--- config.mk ---
export PLATFORM = sky130hd
export DESIGN_NAME = tick_timer
export DESIGN_NICKNAME = d
export VERILOG_FILES = /design/src/rtl/tmr_pkg.sv /design/src/rtl/tmr_prescale.sv /design/src/rtl/tmr_count.sv /design/src/rtl/tmr_regs.sv /design/src/rtl/tick_timer.sv
export SDC_FILE = /design/constraint.sdc
export NUM_CORES = 1
export LEC_CHECK = 0
export BUFFER_PORTS_ARGS = -buffer_cell sky130_fd_sc_hd__buf_2
export CORE_MARGIN = 1.5
export CORE_UTILIZATION = 55
export CTS_BUF_LIST = sky130_fd_sc_hd__clkbuf_8
export CTS_CLUSTER_SIZE = 30
export DETAILED_ROUTE_END_ITERATION = 6
export HOLD_SLACK_MARGIN = 0.06
export PLACE_DENSITY = 0.91
export SLEW_MARGIN = 25
export SYNTH_ARGS = -nofsm -noshare
export SYNTH_HDL_FRONTEND = slang
export SYNTH_SLANG_ARGS = --single-unit
--- constraint.sdc ---
create_clock -name clk -period 2.3 [get_ports clk]
set_input_delay 0.575 -clock clk [delete_from_list [all_inputs] [get_ports clk]]
set_output_delay 0.575 -clock clk [all_outputs]
set_load 0.02 [all_outputs]
--- src/rtl/tmr_pkg.sv ---
package tmr_pkg;

  typedef enum logic [1:0] {
    SEL_LOAD  = 2'd0,
    SEL_COUNT = 2'd1,
    SEL_CTRL  = 2'd2,
    SEL_ICLR  = 2'd3
  } reg_sel_e;

  typedef enum logic [1:0] {
    DIV_1    = 2'd0,
    DIV_16   = 2'd1,
    DIV_256  = 2'd2,
    DIV_256B = 2'd3
  } div_e;

  localparam int BIT_RUN      = 7;
  localparam int BIT_PERIODIC = 6;
  localparam int BIT_IE       = 5;
  localparam int BIT_DIV_LO   = 2;

  typedef struct packed {
    logic run;
    logic periodic;
    logic ie;
    div_e div;
  } ctrl_t;

endpackage

--- src/rtl/tmr_prescale.sv ---
module tmr_prescale
  import tmr_pkg::*;
#(
  parameter int PRE_W = 8
) (
  input  logic clk,
  input  logic rst,
  input  logic run,
  input  logic restart,
  input  div_e div,
  output logic tick
);
  localparam int MID_W = PRE_W / 2;

  logic [PRE_W-1:0] pre_q;

  always_ff @(posedge clk) begin
    if (rst || restart) pre_q <= '0;
    else if (run)       pre_q <= pre_q + PRE_W'(1);
  end

  always_comb begin
    case (div)
      DIV_1:   tick = run;
      DIV_16:  tick = run && (&pre_q[MID_W-1:0]);
      default: tick = run && (&pre_q);
    endcase
  end

endmodule

--- src/rtl/tmr_count.sv ---
module tmr_count #(
  parameter int CNT_W = 16
) (
  input  logic             clk,
  input  logic             rst,
  input  logic             tick,
  input  logic             load_wr,
  input  logic [CNT_W-1:0] load_val,
  input  logic [CNT_W-1:0] reload_val,
  input  logic             periodic,
  output logic [CNT_W-1:0] count,
  output logic             hit
);
  logic at_zero;

  assign at_zero = (count == '0);
  assign hit     = tick && !load_wr && (count == CNT_W'(1));

  always_ff @(posedge clk) begin
    if (rst)            count <= '1;
    else if (load_wr)   count <= load_val;
    else if (tick) begin
      if (at_zero)      count <= periodic ? reload_val : '1;
      else              count <= count - CNT_W'(1);
    end
  end

endmodule

--- src/rtl/tmr_regs.sv ---
module tmr_regs
  import tmr_pkg::*;
#(
  parameter int CNT_W  = 16,
  parameter int DATA_W = 32,
  parameter int ADDR_W = 4
) (
  input  logic              clk,
  input  logic              rst,
  input  logic [ADDR_W-1:0] addr,
  input  logic              wr,
  input  logic [DATA_W-1:0] wdata,
  input  logic [CNT_W-1:0]  count,
  input  logic              hit,
  output logic [CNT_W-1:0]  load_q,
  output ctrl_t             ctrl_q,
  output logic              status_q,
  output logic              load_wr,
  output logic [DATA_W-1:0] rdata
);
  reg_sel_e          sel;
  logic              clr_wr;
  logic              ctrl_wr;
  logic [DATA_W-1:0] ctrl_img;
  logic [DATA_W-1:0] rd_next;

  assign sel     = reg_sel_e'(addr[3:2]);
  assign load_wr = wr && (sel == SEL_LOAD);
  assign ctrl_wr = wr && (sel == SEL_CTRL);
  assign clr_wr  = wr && (sel == SEL_ICLR);

  always_ff @(posedge clk) begin
    if (rst) begin
      load_q <= '1;
      ctrl_q <= '0;
    end else begin
      if (load_wr) load_q <= wdata[CNT_W-1:0];
      if (ctrl_wr) begin
        ctrl_q.run      <= wdata[BIT_RUN];
        ctrl_q.periodic <= wdata[BIT_PERIODIC];
        ctrl_q.ie       <= wdata[BIT_IE];
        ctrl_q.div      <= div_e'(wdata[BIT_DIV_LO+1:BIT_DIV_LO]);
      end
    end
  end

  // a step into zero in the same cycle as a clear keeps the flag set
  always_ff @(posedge clk) begin
    if (rst)         status_q <= 1'b0;
    else if (hit)    status_q <= 1'b1;
    else if (clr_wr) status_q <= 1'b0;
  end

  always_comb begin
    ctrl_img                           = '0;
    ctrl_img[BIT_RUN]                  = ctrl_q.run;
    ctrl_img[BIT_PERIODIC]             = ctrl_q.periodic;
    ctrl_img[BIT_IE]                   = ctrl_q.ie;
    ctrl_img[BIT_DIV_LO+1:BIT_DIV_LO]  = ctrl_q.div;
    case (sel)
      SEL_LOAD:  rd_next = DATA_W'(load_q);
      SEL_COUNT: rd_next = DATA_W'(count);
      SEL_CTRL:  rd_next = ctrl_img;
      default:   rd_next = '0;
    endcase
  end

  always_ff @(posedge clk) begin
    if (rst) rdata <= '0;
    else     rdata <= rd_next;
  end

endmodule

--- src/rtl/tick_timer.sv ---
module tick_timer
  import tmr_pkg::*;
#(
  parameter int CNT_W  = 16,
  parameter int DATA_W = 32,
  parameter int ADDR_W = 4,
  parameter int PRE_W  = 8
) (
  input  logic              clk,
  input  logic              rst,
  input  logic [ADDR_W-1:0] bus_addr,
  input  logic              bus_wr,
  input  logic [DATA_W-1:0] bus_wdata,
  output logic [DATA_W-1:0] bus_rdata,
  output logic              irq
);
  logic [CNT_W-1:0] count_w;
  logic [CNT_W-1:0] load_w;
  ctrl_t            ctrl_w;
  logic             status_w;
  logic             load_wr_w;
  logic             tick_w;
  logic             hit_w;

  tmr_regs #(.CNT_W(CNT_W), .DATA_W(DATA_W), .ADDR_W(ADDR_W)) u_regs (
    .clk      (clk),
    .rst      (rst),
    .addr     (bus_addr),
    .wr       (bus_wr),
    .wdata    (bus_wdata),
    .count    (count_w),
    .hit      (hit_w),
    .load_q   (load_w),
    .ctrl_q   (ctrl_w),
    .status_q (status_w),
    .load_wr  (load_wr_w),
    .rdata    (bus_rdata)
  );

  tmr_prescale #(.PRE_W(PRE_W)) u_pre (
    .clk     (clk),
    .rst     (rst),
    .run     (ctrl_w.run),
    .restart (load_wr_w),
    .div     (ctrl_w.div),
    .tick    (tick_w)
  );

  tmr_count #(.CNT_W(CNT_W)) u_cnt (
    .clk        (clk),
    .rst        (rst),
    .tick       (tick_w),
    .load_wr    (load_wr_w),
    .load_val   (bus_wdata[CNT_W-1:0]),
    .reload_val (load_w),
    .periodic   (ctrl_w.periodic),
    .count      (count_w),
    .hit        (hit_w)
  );

  assign irq = status_w & ctrl_w.ie;

endmodule

==> results.toml <==
[status]
status = "completed"

[pwr]
ir_drop_uv = 367
leakagePower_nw = 1.48
p_seq_share_pct = 49.8
p_per_area_nw_per_um2 = 687
p_int_mw = 1.71
switching_share_pct = 27.0
power.share.clock_pct = 38.5
power_switching_mw = 0.631
combPwrFrac_pct = 11.7

[die]
core_um2 = 5200
die_w_um = 77.0
start_util_pct = 57.9
die_height_um = 77.0
ios = 72
die-area_um2 = 5930
rows = 26

[timing]
holdWs_ns = 0.433
max_freq_ghz = 0.470
setup_tns_ns = 0
period_minus_slack_ns = 2.13
rsz0062_at_grt = "false"
post-route-period-util_pct = 92.4
setup_viol = 0
finalHoldViolCount = 0
slew-limit-headroom_pct = 62.4
tightest_slew_ns = 0.563
drv_slew = 0
skew_ns = 0.00885

[yosys]
synthCells = 376
synth-seq-cells = 62
syn_area_um2 = 3010
async_flop_share_pct = 0
avgSynthCellArea_um2 = 8.02
synth_top_area_share_pct = 41.2
yosysTopAreaCell = "dfxtp_1"
ys_top_cells_by_area = "dfxtp_1, nand2_1, a21oi_1, mux2i_1, nor2_1"
synthDistinctLibCells = 38
ys.flop_type = "dfxtp_1"
yosys_warnings = 0
synth_edf_count = 0
yosysSeqAreaShare_pct = 41.2

[global_routing]
grt_pass1_wl_mm = 11.0
grt_start_max_net_pins = 25
overflow = 0
track_usage_pct = 23.6
antenna_found_initial = 0
grt_pass1_vias = 2447

[clocking]
clock_path_buffers = 2
cts_setup_buffers = 0
cts.sinks = 62
cts_resized = 0
cts_tree = "yes"
htree_levels = 3
hold_buffers = 0
clockRootBuffer = "clkbuf_8"
clk-insertion-delay-late_ns = 0.34
cts_buffers = 9
clk_pin_slew_ns = 0.07

[cells_and_area]
final_cell_area_um2 = 3400
antennaDiodeCount = 0
syn_to_final_growth_pct = 12.9
final_nets = 454
drive_above_1_share_pct = 17.5

[setup_path]
crit_slowest_cell = "or4_4"
crit_buf_inv = 1
critPathKind = "reg -> reg"
cpPeakStageDelay_ns = 0.58
arrival_ns = 2.32
critPathTopFamily = "simple AND/OR/NAND/NOR gates"
crit_path_cell_trace = "or4_4, nor3_1, nand3_1, buf_4, o311ai_0, a31oi_1"
worst_ep_required_time_ns = 2.49
critPathMaxFanout = 17
start_kind = "flip-flop"
cp-end-kind = "flip-flop"

[drt]
met3_wirelength_um = 411
wl_met2_mm = 3.30
drt_wl_total_mm = 6.71
wl_per_cell_um = 13.8
first_pass_iters = 5
drc = 0
maxUsedRoutingLayer = "met4"
viasPerCell = 5.49
drt-met1-wl_mm = 2.91
drtAntennaViolNets = 0
vias = 2666
drtIter0Drc = 195

[min_path]
min_path_type = "in -> reg"

[place]
place_area_um2 = 3220
globalplace.congestion = 0.906
hpwl_mm = 4.73
io_buffers = 37

[job]
drv_cap = 0
[per-layer routing]
| metal | GRT usage, % | up-vias |
|---|---|---|
| met5 | 0 | - |
| li1 | - | 1332 |
| met3 | 8.33 | 16 |
| met2 | 40.1 | 104 |
| met1 | 27.5 | 1214 |
| met4 | 8.18 | 0 |
[Yosys cell counts (2+ instances only)]
cell type and count:
nand2_1 66, nor2_1 38, nand4_1 5, a31oi_1 9, mux2i_1 17, xor2_1 9
inv_1 5, o311ai_0 13, nor3_1 12, nand3_1 17, nand2b_1 2, and2_1 4
buf_4 16, ha_1 4, buf_6 2, clkbuf_1 23, a21oi_1 36, o211ai_1 3
xnor2_1 9, or4_1 2, or2_2 2, dfxtp_1 62, nor3b_1 2, nor4_1 3
o21ai_0 2
[power groups by stage]
| stage | clock network [mW] | logic, mW | registers (mW) |
|---|---|---|---|
| 2_1_floorplan | 0 | 0.196 | 1.20 |
| 3_3_place_gp | 0 | 0.262 | 1.18 |
| 3_5_place_dp | 0 | 0.271 | 1.19 |
| 4_1_cts | 0.916 | 0.272 | 1.16 |
| 5_1_grt | 0.969 | 0.301 | 1.17 |
| 6_report | 0.900 | 0.273 | 1.16 |
[worst reg2reg max path: cells and delay by family, from the launching register on]
family | cells | cell delay (ns)
DFF | 1 | 0.36
buffers and inverters | 1 | 0.21
and+or+nand+nor | 3 | 0.92
AOI/OAI and AO/OA | 2 | 0.49
[registers in the layout, indices dropped and copies added (netlist names)]
register         count
u_regs.status_q      1
u_regs.rdata        16
u_pre.pre_q          8
u_cnt.count         16
u_regs.load_q       16
u_regs.ctrl_q        5
[through the flow]
step | total power [mW] | util (%) | std cells | worst slack, ns
after global placement | 1.45 | 61.9 | 470 | 0.231
final | 2.34 | 65.4 | 486 | 0.174
after detailed placement | 1.46 | 61.9 | 470 | 0.173
after global routing | 2.44 | 65.4 | 486 | 0.0431
after floorplan | 1.40 | - | 391 | 0.198
after CTS | 2.35 | 65.4 | 486 | 0.165
[placed cells by master, fill, tap and decap left out, types with 2 or more instances in the layout]
cell type,Yosys,final
a21oi_1,36,36
a31oi_1,9,9
and2_1,4,4
buf_2,1,37
buf_4,16,16
clkbuf_8,0,9
clkinv_2,0,2
conb_1,1,16
dfxtp_1,62,62
ha_1,4,4
inv_1,5,8
mux2i_1,17,17
nand2_1,66,66
nand2b_1,2,2
nand3_1,17,17
nand4_1,5,5
nor2_1,38,38
nor3_1,12,12
nor3b_1,2,2
nor4_1,3,3
o211ai_1,3,3
o21ai_0,2,2
o311ai_0,13,13
or2_2,2,2
or4_1,2,2
xnor2_1,9,9
xor2_1,9,9
[final cells by class]
| cell class | instances | area, um2 |
|---|---|---|
| clock buffer | 9 | 124 |
| sequential | 62 | 1240 |
| clock inverter | 7 | 58.8 |
| inverter | 5 | 18.8 |
| multi-input combinational | 280 | 1570 |
| fill | 452 | 1800 |
| tap | 70 | 87.6 |
| timing repair buffer | 53 | 305 |
[final timing paths]
| kind | depth (start not counted) | slack [ns] | from | endpoint |
|---|---|---|---|---|
| min | 3 | 0.43 | bus_wdata[10] | u_regs.load_q[10] |
| max | 6 | 0.17 | u_cnt.count[9] | u_cnt.count[1] |
| max reg2reg | 6 | 0.17 | u_cnt.count[9] | u_cnt.count[1] |
| min reg2reg | 2 | 0.46 | u_regs.status_q | u_regs.status_q |
[cells by family after synthesis]
logic type,synth area share [%]
xor gates and xnor gates,5.23
AOI/OAI and AO/OA,13.3
muxes,5.65
adders and majority gates,1.66
buffers and inverters,8.68
and+or+nand+nor,24.2
other,0.124
DFF,41.2
No activity file was read; power rests on OpenSTA's default activity.
